[src/rtl/gate_run_pkg.sv]
package gate_run_pkg;

  localparam int MODE_W = 2;

  typedef enum logic [MODE_W-1:0] {
    GM_HOLD_IN   = 2'd0,
    GM_CLEAR_END = 2'd1,
    GM_WINDOW    = 2'd2,
    GM_ARM_END   = 2'd3
  } gate_mode_e;

  typedef struct packed {
    logic run_nxt;
    logic clr;
  } gate_step_t;

  // Next run state and clear request for one gate event.
  function automatic gate_step_t gate_step(gate_mode_e mode, logic run,
                                           logic g_start, logic g_end);
    gate_step_t r;
    r.run_nxt = run;
    r.clr     = 1'b0;
    unique case (mode)
      GM_HOLD_IN: begin
        if (g_start) r.run_nxt = 1'b0;
        if (g_end) begin
          r.run_nxt = 1'b1;
          r.clr     = 1'b1;
        end
      end
      GM_CLEAR_END: begin
        if (g_end) begin
          r.run_nxt = 1'b1;
          r.clr     = 1'b1;
        end
      end
      GM_WINDOW: begin
        if (g_start) begin
          r.run_nxt = 1'b1;
          r.clr     = 1'b1;
        end
        if (g_end) r.run_nxt = 1'b0;
      end
      GM_ARM_END: begin
        if (g_end && !run) begin
          r.run_nxt = 1'b1;
          r.clr     = 1'b1;
        end
      end
      default: ;
    endcase
    return r;
  endfunction

endpackage

[src/rtl/gate_edge_detect.sv]
module gate_edge_detect (
  input  logic clk,
  input  logic rst_n,
  input  logic blank_in,
  output logic gate_start,
  output logic gate_end
);

  logic samp_now;
  logic samp_old;

  always_ff @(posedge clk) begin
    if (!rst_n) begin
      samp_now <= 1'b0;
      samp_old <= 1'b0;
    end else begin
      samp_now <= blank_in;
      samp_old <= samp_now;
    end
  end

  assign gate_start = samp_old & ~samp_now;
  assign gate_end   = ~samp_old & samp_now;

  AST_EDGE_EXCL: assert property (@(posedge clk) disable iff (!rst_n)
    !(gate_start && gate_end));
  AST_START_IS_FALL: assert property (@(posedge clk) disable iff (!rst_n)
    gate_start |-> ($past(blank_in, 2) && !$past(blank_in)));
  AST_END_IS_RISE: assert property (@(posedge clk) disable iff (!rst_n)
    gate_end |-> (!$past(blank_in, 2) && $past(blank_in)));

endmodule

[src/rtl/gate_run_fsm.sv]
module gate_run_fsm
  import gate_run_pkg::*;
(
  input  logic              clk,
  input  logic              rst_n,
  input  logic              gate_en,
  input  logic [MODE_W-1:0] gate_mode,
  input  logic              mode_wr,
  input  logic              gate_start,
  input  logic              gate_end,
  output logic              cnt_en,
  output logic              cnt_clr
);

  logic       run_q;
  gate_mode_e mode_e;
  gate_step_t step;
  logic       evt_live;

  assign mode_e   = gate_mode_e'(gate_mode);
  assign step     = gate_step(mode_e, run_q, gate_start, gate_end);
  assign evt_live = gate_en & ~mode_wr;

  always_ff @(posedge clk) begin
    if (!rst_n)        run_q <= 1'b0;
    else if (mode_wr)  run_q <= 1'b0;
    else if (gate_en)  run_q <= step.run_nxt;
  end

  assign cnt_en  = ~gate_en | run_q;
  assign cnt_clr = evt_live & step.clr;

  AST_CLR_NEEDS_GATE: assert property (@(posedge clk) disable iff (!rst_n)
    cnt_clr |-> gate_en);
  AST_WRITE_WINS: assert property (@(posedge clk) disable iff (!rst_n)
    mode_wr |-> !cnt_clr);
  AST_WRITE_STOPS: assert property (@(posedge clk) disable iff (!rst_n)
    mode_wr |=> !run_q);
  AST_HOLD_ON_START: assert property (@(posedge clk) disable iff (!rst_n)
    (gate_en && !mode_wr && mode_e == GM_HOLD_IN && gate_start) |=> !run_q);
  AST_CLR_RUNS: assert property (@(posedge clk) disable iff (!rst_n)
    cnt_clr |=> run_q);
  AST_WINDOW_CLOSE: assert property (@(posedge clk) disable iff (!rst_n)
    (gate_en && !mode_wr && mode_e == GM_WINDOW && gate_end) |=> !run_q);
  AST_FREE_STICKY: assert property (@(posedge clk) disable iff (!rst_n)
    (gate_en && !mode_wr && mode_e == GM_ARM_END && run_q) |=> run_q);

endmodule

[src/rtl/gate_run_ctrl.sv]
module gate_run_ctrl
  import gate_run_pkg::*;
#(
  parameter int NUM_CH = 2
) (
  input  logic                     clk,
  input  logic                     rst_n,
  input  logic                     blank_in,
  input  logic [NUM_CH-1:0]        gate_en,
  input  logic [NUM_CH*MODE_W-1:0] gate_mode,
  input  logic [NUM_CH-1:0]        mode_wr,
  output logic [NUM_CH-1:0]        cnt_en,
  output logic [NUM_CH-1:0]        cnt_clr
);

  logic gate_start;
  logic gate_end;

  gate_edge_detect u_edge (
    .clk        (clk),
    .rst_n      (rst_n),
    .blank_in   (blank_in),
    .gate_start (gate_start),
    .gate_end   (gate_end)
  );

  for (genvar c = 0; c < NUM_CH; c++) begin : g_ch
    gate_run_fsm u_fsm (
      .clk        (clk),
      .rst_n      (rst_n),
      .gate_en    (gate_en[c]),
      .gate_mode  (gate_mode[c*MODE_W +: MODE_W]),
      .mode_wr    (mode_wr[c]),
      .gate_start (gate_start),
      .gate_end   (gate_end),
      .cnt_en     (cnt_en[c]),
      .cnt_clr    (cnt_clr[c])
    );
  end

endmodule

[config.mk]
export PLATFORM = sky130hd
export DESIGN_NAME = gate_run_ctrl
export DESIGN_NICKNAME = d
export VERILOG_FILES = /design/src/rtl/gate_run_pkg.sv /design/src/rtl/gate_edge_detect.sv /design/src/rtl/gate_run_fsm.sv /design/src/rtl/gate_run_ctrl.sv
export SDC_FILE = /design/constraint.sdc
export NUM_CORES = 1
export LEC_CHECK = 0
export BUFFER_PORTS_ARGS = -buffer_cell sky130_fd_sc_hd__buf_2
export CORE_AREA = 2 2 39 41
export CTS_CLUSTER_DIAMETER = 100
export CTS_CLUSTER_SIZE = 12
export DETAILED_ROUTE_END_ITERATION = 8
export DIE_AREA = 0 0 41 43
export GPL_TIMING_DRIVEN = 0
export PLACE_DENSITY = 0.6
export SLEW_MARGIN = 20
export SYNTH_ARGS = -nofsm -noshare
export SYNTH_HDL_FRONTEND = slang
export SYNTH_SLANG_ARGS = --single-unit
[constraint.sdc]
create_clock -name clk -period 2.1 [get_ports clk]
set_clock_uncertainty 0.1 [all_clocks]
set_input_delay 0.42 -clock clk [delete_from_list [all_inputs] [get_ports clk]]
set_output_delay 0.42 -clock clk [all_outputs]
set_load 0.02 [all_outputs]
==> results of run 1 <==
sequential cells by signal, summed over array words and instances (netlist names):
signal,cells
g_ch.u_fsm.run_q,2
u_edge.samp_old,1
u_edge.samp_now,1
where the power goes:
group	total (mW)	internal, mW	leakage, nW	switching [mW]
sequential	0.0821	0.0794	0.0330	0.00266
clock	0.0914	0.0637	0.0138	0.0277
combinational	0.0580	0.0270	0.170	0.0309
stage by stage:
stage                     power [mW]  utilization, %
after floorplan               0.1155               -
after global placement        0.1356           30.65
after detailed placement      0.1361           30.65
after CTS                     0.2318           32.28
after global routing          0.2557           34.63
final                         0.2314           34.63
synth_stat cells:
cell type / n
sky130_fd_sc_hd__ha_1: 2
sky130_fd_sc_hd__o41ai_2: 1
sky130_fd_sc_hd__o21ai_1: 1
sky130_fd_sc_hd__dfxtp_1: 4
sky130_fd_sc_hd__a22oi_1: 1
sky130_fd_sc_hd__inv_1: 7
sky130_fd_sc_hd__nor2_1: 2
sky130_fd_sc_hd__o32ai_1: 1
sky130_fd_sc_hd__o2111ai_2: 1
sky130_fd_sc_hd__o21ai_0: 2
sky130_fd_sc_hd__buf_4: 4
sky130_fd_sc_hd__nand2b_1: 2
sky130_fd_sc_hd__nand2_1: 7
sky130_fd_sc_hd__a221oi_2: 1
sky130_fd_sc_hd__and2_1: 2
sky130_fd_sc_hd__nor4_1: 1
sky130_fd_sc_hd__a21oi_1: 2
sky130_fd_sc_hd__nor2b_1: 1
sky130_fd_sc_hd__nor3b_1: 1
sky130_fd_sc_hd__a31oi_1: 1
layout by cell type (no fill, tap or decap), drive strengths merged:
master,instances
dfxtp,4
nor4,1
nor2b,1
nand2b,2
a22oi,1
a31oi,1
nor3b,1
o21ai,3
a21oi,2
nor2,2
clkbuf,3
and2,2
nand2,7
o32ai,1
buf,18
o41ai,1
ha,2
a221oi,1
o2111ai,1
inv,7
layout make-up:
| type | count | area [um^2] |
|---|---|---|
| Fill cell | 143 | 904.6 |
| Multi-Input combinational cell | 29 | 229.0 |
| Sequential cell | 4 | 81.33 |
| Timing Repair Buffer | 14 | 70.07 |
| Buffer | 4 | 30.03 |
| Inverter | 7 | 26.28 |
| Clock buffer | 3 | 22.52 |
| Tap cell | 16 | 20.02 |
critical path, delay by kind of cell (launching register included):
kind	cells	cell delay, ns
buf+inv	3	0.37
fa+ha+maj	1	0.18
simple gates	1	0.07
flops	1	0.36
compound gates	1	0.23
cells by family after synthesis:
kind of cell | count (synthesis) | synth area share (%)
flip-flops | 4 | 23.97
adder cells (fa/ha/maj) | 2 | 7.489
AND/OR/NAND/NOR | 16 | 23.60
AO/OA/AOI/OAI | 11 | 28.09
buffers and inverters | 11 | 16.86
layer usage:
| metal | wire, um | vias up | global-route usage [%] | share of wire (%) |
|---|---|---|---|---|
| met3 | 40 | 0 | 4.712 | 6.4 |
| met1 | 303 | 149 | 10.29 | 49 |
| li1 | - | 182 | - | - |
| met5 | 0 | - | 0 | 0 |
| met2 | 280 | 10 | 10.00 | 45 |
| met4 | 0 | 0 | 6.000 | 0 |
what timing repair did:
item | in CTS | in global routing
endpoints found under the setup margin | 0 | 1
endpoints found under the hold margin | 0 | 0
gates resized for setup | 0 | 7
final timing paths:
check | depth (start not counted) | start | to
worst max-delay path | 6 | u_edge.samp_old | cnt_clr[1]
worst min-delay path | 2 | blank_in | u_edge.samp_now
worst max register to register | 6 | u_edge.samp_old | g_ch[1].u_fsm.run_q
worst min register to register | 1 | u_edge.samp_now | u_edge.samp_old
==> results_tabular.tex, run 1 <==
\begin{tabular}{lr}
\hline
Metric & Value \\
\hline
\multicolumn{2}{l}{\textbf{Detailed routing}} \\
Aggregate routed wire length & 624 um \\
Average wire per standard cell & 8.104 um \\
Number of remaining DRC errors & 0 \\
Starting DRC count in detailed routing & 10 \\
Via count of the routed design & 341 \\
Post-detailed-route via-to-cell ratio & 4.429 \\
Count of nets left with antenna violations after detail routing & 0 \\
Count of TritonRoute iterations in the first routing pass & 4 \\
\multicolumn{2}{l}{\textbf{Timing}} \\
Worst-case headroom to the max-slew limit & 79.11\% \\
Slew of the pin with the lowest slew margin & 0.3125 ns \\
Max Slew Vio Count & 0 \\
Final setup vio count & 0 \\
Hold Fails Final Rpt & 0 \\
Maximum frequency from static timing analysis & 509.7 MHz \\
Final critical-path share of the clock period & 93.43\% \\
Final-layout setup total negative slack & 0 ns \\
Setup repair after global routing missed its margin & no \\
Final critical delay including setup and external delays & 1.962 ns \\
Final-layout worst hold slack & 0.2994 ns \\
Post-route worst setup slack & 0.1380 ns \\
\multicolumn{2}{l}{\textbf{Setup path}} \\
Type of destination of the critical path & output port \\
Data required time of the critical path & 1.58 ns \\
Register-to-register path setup slack & 0.71 ns \\
Maximum fanout along the worst path & 7 \\
CP arrival & 1.44 ns \\
Element type at the critical path start & register \\
Setup Crit Path Kind & register to output port \\
Slowest cell on the critical path & sky130\_fd\_sc\_hd\_\_dfxtp\_1 \\
Cells traversed along the worst timing path & inv\_1 > ha\_4 > o21ai\_1 > nor4\_2 > buf\_4 > buf\_2 \\
Critical path's largest stage delay & 0.36 ns \\
\multicolumn{2}{l}{\textbf{Place}} \\
Instance count after placement with tap cells included & 74 \\
Post-place setup slack & 0.2808 ns \\
Last weighted congestion value of the routability-driven placer & 0.6274 \\
Number of port buffers & 14 \\
Dpl cell area & 424.2 um\^{}2 \\
\multicolumn{2}{l}{\textbf{Clock network}} \\
Clk pin slew, worst setup/hold paths & 0.04 ns \\
Number of sinks on the clock net & 4 \\
CTS HTree Levels & 1 \\
Clock tree from TritonCTS & done \\
Hold Buf Count CTS & 0 \\
Clock root buffer & sky130\_fd\_sc\_hd\_\_clkbuf\_4 \\
CTS Buf Count & 3 \\
Maximum buffer depth of the clock tree & 2 \\
Post-CTS Setup Inserts & 0 \\
Clock insertion delay at the later pin of the skew report & 0.23 ns \\
\multicolumn{2}{l}{\textbf{Synthesis}} \\
Syn Nets & 57 \\
Cell types with the largest area share after synthesis & sky130\_fd\_sc\_hd\_\_dfxtp\_1 24\%, sky130\_fd\_sc\_hd\_\_buf\_4 9.0\%, sky130\_fd\_sc\_hd\_\_inv\_1 7.9\% \\
Cell type contributing the most total cell area after synthesis & sky130\_fd\_sc\_hd\_\_dfxtp\_1 \\
Netlist cell types & 20 \\
Top-area cell type share of the netlist area & 23.97\% \\
Cell count after synthesis & 44 \\
Mapped cell area & 334.1 um\^{}2 \\
Post-synthesis area per instance & 7.593 um\^{}2 \\
Yosys synthesis warning count & 0 \\
Fraction of the yosys area taken by sequential cells & 23.97\% \\
Number of register bits inferred by synthesis & 4 \\
\multicolumn{2}{l}{\textbf{Cells and area}} \\
Count of antenna diodes in the layout & 0 \\
Summed area of non-filler cells in the final layout & 479.2 um\^{}2 \\
Layout cells sized above 1 & 47.54\% \\
Number of standard cells in the layout, taps in and fillers out & 77 \\
Area Growth Syn to Fin & 43.45\% \\
Count of nets after finishing & 76 \\
\multicolumn{2}{l}{\textbf{Power}} \\
Leakage power & 0.2168 nW \\
Power density cells & 483.0 nW/um\^{}2 \\
Peak supply drop & 213.2 uV \\
\multicolumn{2}{l}{\textbf{Global route}} \\
Number of antenna violations at the first check in global routing & 0 \\
Largest net degree at the start of global routing & 8 \\
Total grt overflow & 0 \\
First-pass GRT wire length & 952 um \\
Global routing usage summed across all routing layers & 8.233\% \\
Via count of the first global-routing pass & 265 \\
\multicolumn{2}{l}{\textbf{Floorplanning}} \\
Placeable Area & 1384 um\^{}2 \\
Number of core rows & 14 \\
Chip Width & 41 um \\
DIE HEIGHT & 43 um \\
Overall die area & 1763 um\^{}2 \\
Initial Util & 24.14\% \\
Total I/O pin count & 15 \\
\multicolumn{2}{l}{\textbf{Worst hold path}} \\
Worst hold path class & input port to register \\
\multicolumn{2}{l}{\textbf{Job}} \\
Max-cap violations & 0 \\
\multicolumn{2}{l}{\textbf{Outcome}} \\
Result of the run & finished, final reports clean \\
\hline
\end{tabular}
(Power assumes the default switching activity.)
==> run 2, diff against run 1 <==
--- a/config.mk
+++ b/config.mk
@@ -7,6 +7,7 @@
 export LEC_CHECK = 0
 export BUFFER_PORTS_ARGS = -buffer_cell sky130_fd_sc_hd__buf_2
 export CORE_AREA = 2 2 39 41
+export CTS_BUF_LIST = sky130_fd_sc_hd__clkbuf_8
 export CTS_CLUSTER_DIAMETER = 100
 export CTS_CLUSTER_SIZE = 12
 export DETAILED_ROUTE_END_ITERATION = 8
==> run 2 against run 1 <==
Final cell count unchanged. Wire length down 0.80%. Worst hold slack better by 0.016 ns. Combinational power down 4.5%. Sequential cell count unchanged. Die area unchanged. Sequential power down 1%. Critical path depth up 2. Non-clock buffer count unchanged. Power up 27%. Register-to-register slack better by 0.04 ns.
==> results_tabular.tex, run 2 (synthesized netlist as in run 1, its figures left out) <==
\begin{tabular}{lr}
\hline
Metric & Value \\
\hline
\multicolumn{2}{l}{\textbf{Outcome}} \\
Result of the run & finished, final reports clean (unchanged) \\
\multicolumn{2}{l}{\textbf{Clock network}} \\
Clk pin slew, worst setup/hold paths & 0.03 ns (was 0.04 ns) \\
Clock insertion delay at the later pin of the skew report & 0.21 ns (was 0.23 ns) \\
CTS Buf Count & 3 (unchanged) \\
Clock tree from TritonCTS & done (unchanged) \\
CTS HTree Levels & 1 (unchanged) \\
Maximum buffer depth of the clock tree & 2 (unchanged) \\
Number of sinks on the clock net & 4 (unchanged) \\
Clock root buffer & sky130\_fd\_sc\_hd\_\_clkbuf\_8 (was sky130\_fd\_sc\_hd\_\_clkbuf\_4) \\
Hold Buf Count CTS & 0 (unchanged) \\
\multicolumn{2}{l}{\textbf{Global route}} \\
Global routing usage summed across all routing layers & 8.635\% (was 8.233\%) \\
Number of antenna violations at the first check in global routing & 0 (unchanged) \\
Largest net degree at the start of global routing & 8 (unchanged) \\
Via count of the first global-routing pass & 267 (was 265) \\
Total grt overflow & 0 (unchanged) \\
First-pass GRT wire length & 972 um (was 952 um) \\
\multicolumn{2}{l}{\textbf{Power}} \\
Peak supply drop & 308.5 uV (was 213.2 uV) \\
Total design power & 294.4 uW (was 231.4 uW) \\
Switch Pwr & 67.78 uW (was 61.28 uW) \\
Part of the power in combinational logic & 18.8\% (was 25.0\%) \\
Internal portion of total power & 226.6 uW (was 170.2 uW) \\
Power density cells & 617.6 nW/um\^{}2 (was 483.0 nW/um\^{}2) \\
Proportion of power drawn by the clock network & 53.7\% (was 39.5\%) \\
Sw frac & 23.02\% (was 26.48\%) \\
Portion of total power attributed to sequential cells & 27.5\% (was 35.5\%) \\
Leakage power & 0.2211 nW (was 0.2168 nW) \\
\multicolumn{2}{l}{\textbf{Detailed routing}} \\
Starting DRC count in detailed routing & 4 (was 10) \\
Count of nets left with antenna violations after detail routing & 0 (unchanged) \\
Number of remaining DRC errors & 0 (unchanged) \\
Post-detailed-route via-to-cell ratio & 4.403 (was 4.429) \\
Via count of the routed design & 339 (was 341) \\
Aggregate routed wire length & 619 um (was 624 um) \\
Count of TritonRoute iterations in the first routing pass & 4 (unchanged) \\
Average wire per standard cell & 8.039 um (was 8.104 um) \\
\multicolumn{2}{l}{\textbf{Place}} \\
Last weighted congestion value of the routability-driven placer & 0.6274 (unchanged) \\
Post-place setup slack & 0.2808 ns (unchanged) \\
Number of port buffers & 14 (unchanged) \\
\multicolumn{2}{l}{\textbf{Cells and area}} \\
\# fillers & 146 (was 143) \\
Footprint of the flip-flops and latches & 80.08 um\^{}2 (was 81.33 um\^{}2) \\
Largest register FFs & 2 (unchanged) \\
Largest registers in the final layout & g\_ch.u\_fsm.run\_q x2, u\_edge.samp\_now x1, u\_edge.samp\_old x1 (unchanged) \\
Core Util, Final & 34.45\% (was 34.63\%) \\
Layout cells sized above 1 & 44.26\% (was 47.54\%) \\
Commonest non-fill, non-tap cells in the layout & 14 x sky130\_fd\_sc\_hd\_\_buf\_2, 7 x sky130\_fd\_sc\_hd\_\_inv\_1, 7 x sky130\_fd\_sc\_hd\_\_nand2\_1, 4 x sky130\_fd\_sc\_hd\_\_buf\_4, 4 x sky130\_fd\_sc\_hd\_\_dfxtp\_1 (was 14 x sky130\_fd\_sc\_hd\_\_buf\_2, 7 x sky130\_fd\_sc\_hd\_\_nand2\_1, 6 x sky130\_fd\_sc\_hd\_\_inv\_1, 4 x sky130\_fd\_sc\_hd\_\_buf\_4) \\
Largest reg by FF count & g\_ch.u\_fsm.run\_q (unchanged) \\
Multi-input logic area & 209.0 um\^{}2 (was 229.0 um\^{}2) \\
Area Growth Syn to Fin & 42.70\% (was 43.45\%) \\
Count of nets after finishing & 76 (unchanged) \\
Count of antenna diodes in the layout & 0 (unchanged) \\
Most frequent standard cell in the layout excluding fill and tap cells & sky130\_fd\_sc\_hd\_\_buf\_2 (unchanged) \\
\multicolumn{2}{l}{\textbf{Setup path}} \\
Element type at the critical path start & register (unchanged) \\
Combined buffer and inverter count along the critical path & 3 (unchanged) \\
Critical path's largest stage delay & 0.31 ns (was 0.36 ns) \\
Kind of cell adding the most delay to the critical path & buffers and inverters (unchanged) \\
CP arrival & 1.45 ns (was 1.44 ns) \\
Startpoint of the lowest-slack register-to-register path & u\_edge.samp\_old (unchanged) \\
Cells traversed along the worst timing path & inv\_1 > ha\_2 > nor2\_1 > nand2\_1 > o21ai\_1 > nor4\_2 > buf\_4 > buf\_2 (was inv\_1 > ha\_4 > o21ai\_1 > nor4\_2 > buf\_4 > buf\_2) \\
Data required time of the critical path & 1.58 ns (about the same) \\
Instance count on the critical path & 8 (was 6) \\
Setup Crit Path Kind & register to output port (unchanged) \\
Type of destination of the critical path & output port (unchanged) \\
Critical Path Start & u\_edge.samp\_now (was u\_edge.samp\_old) \\
Maximum fanout along the worst path & 4 (was 7) \\
R2r worst-path depth & 6 (unchanged) \\
Slowest cell on the critical path & sky130\_fd\_sc\_hd\_\_dfxtp\_1 (unchanged) \\
\multicolumn{2}{l}{\textbf{Timing}} \\
Final critical delay including setup and external delays & 1.972 ns (was 1.962 ns) \\
Slew of the pin with the lowest slew margin & 0.3086 ns (was 0.3125 ns) \\
Hold Fails Final Rpt & 0 (unchanged) \\
Max Slew Vio Count & 0 (unchanged) \\
Setup repair after global routing missed its margin & no (unchanged) \\
Final-layout setup total negative slack & 0 ns (unchanged) \\
Worst-case headroom to the max-slew limit & 79.36\% (was 79.11\%) \\
Final-layout worst hold slack & 0.3149 ns (was 0.2994 ns) \\
Final setup vio count & 0 (unchanged) \\
Maximum frequency from static timing analysis & 507.1 MHz (was 509.7 MHz) \\
Post-route worst setup slack & 0.1279 ns (was 0.1380 ns) \\
Final critical-path share of the clock period & 93.91\% (was 93.43\%) \\
\multicolumn{2}{l}{\textbf{Floorplanning}} \\
Overall die area & 1763 um\^{}2 (unchanged) \\
DIE HEIGHT & 43 um (unchanged) \\
Placeable Area & 1384 um\^{}2 (unchanged) \\
Chip Width & 41 um (unchanged) \\
Initial Util & 24.14\% (unchanged) \\
Number of core rows & 14 (unchanged) \\
Total I/O pin count & 15 (unchanged) \\
\multicolumn{2}{l}{\textbf{Worst hold path}} \\
Worst Hold Path Cells & 2 (unchanged) \\
Startpoint of the worst hold path & blank\_in (unchanged) \\
Worst hold path class & input port to register (unchanged) \\
\multicolumn{2}{l}{\textbf{Job}} \\
Max-cap violations & 0 (unchanged) \\
\hline
\end{tabular}
## run 2: changes by cell type in the layout (fill, tap and decap cells not counted)
| cell | previous run | this run |
|---|---|---|
| sky130_fd_sc_hd__clkbuf_8 | 0 | 3 |
| sky130_fd_sc_hd__inv_2 | 1 | 0 |
| sky130_fd_sc_hd__clkbuf_4 | 3 | 0 |
| sky130_fd_sc_hd__ha_2 | 0 | 2 |
| sky130_fd_sc_hd__dfxtp_1 | 3 | 4 |
| sky130_fd_sc_hd__ha_4 | 2 | 0 |
| sky130_fd_sc_hd__dfxtp_2 | 1 | 0 |
| sky130_fd_sc_hd__inv_1 | 6 | 7 |
## run 2: stage by stage
step	cells	instance area [um^2]
detailed placement	74	424.2
global route	77	476.7
global placement	74	424.2
finish	77	476.7
CTS	77	465.4
floorplan	44	334.1
## run 2: final timing paths
check	endpoint	slack, ns
worst max-delay path	cnt_clr[1]	0.13
worst min-delay path	u_edge.samp_now	0.31
worst max register to register	g_ch[1].u_fsm.run_q	0.75
worst min register to register	u_edge.samp_old	0.39
## run 2: what timing repair did
item | 4_1_cts | 5_1_grt
resized for setup | 0 | 3
setup endpoints to repair | 0 | 1
buffers inserted | 0 | 0
## run 2: area by class of cell
class	instances	area share, %
repair buffers	14	14.70
plain buffers	4	6.299
multi-input cells	29	43.83
inverters	7	5.512
well taps	16	4.199
clock buffers	3	8.661
flip-flops and latches	4	16.80
## run 2: metal layers
layer	share of wire [%]	up-vias	wire length [um]	global-route usage, %
met4	0	0	0	8.000
met1	50	149	307	10.29
li1	-	182	-	-
met3	5.8	0	36	4.712
met5	0	-	0	0
met2	45	8	276	10.31
## run 2: power groups by stage
| stage | clock network (mW) | registers [mW] | logic, mW |
|---|---|---|---|
| after detailed placement | 0 | 0.0821 | 0.0540 |
| after CTS | 0.165 | 0.0811 | 0.0543 |
| after global placement | 0 | 0.0819 | 0.0537 |
| final | 0.158 | 0.0811 | 0.0554 |
| after floorplan | 0 | 0.0816 | 0.0339 |
| after global routing | 0.174 | 0.0814 | 0.0619 |
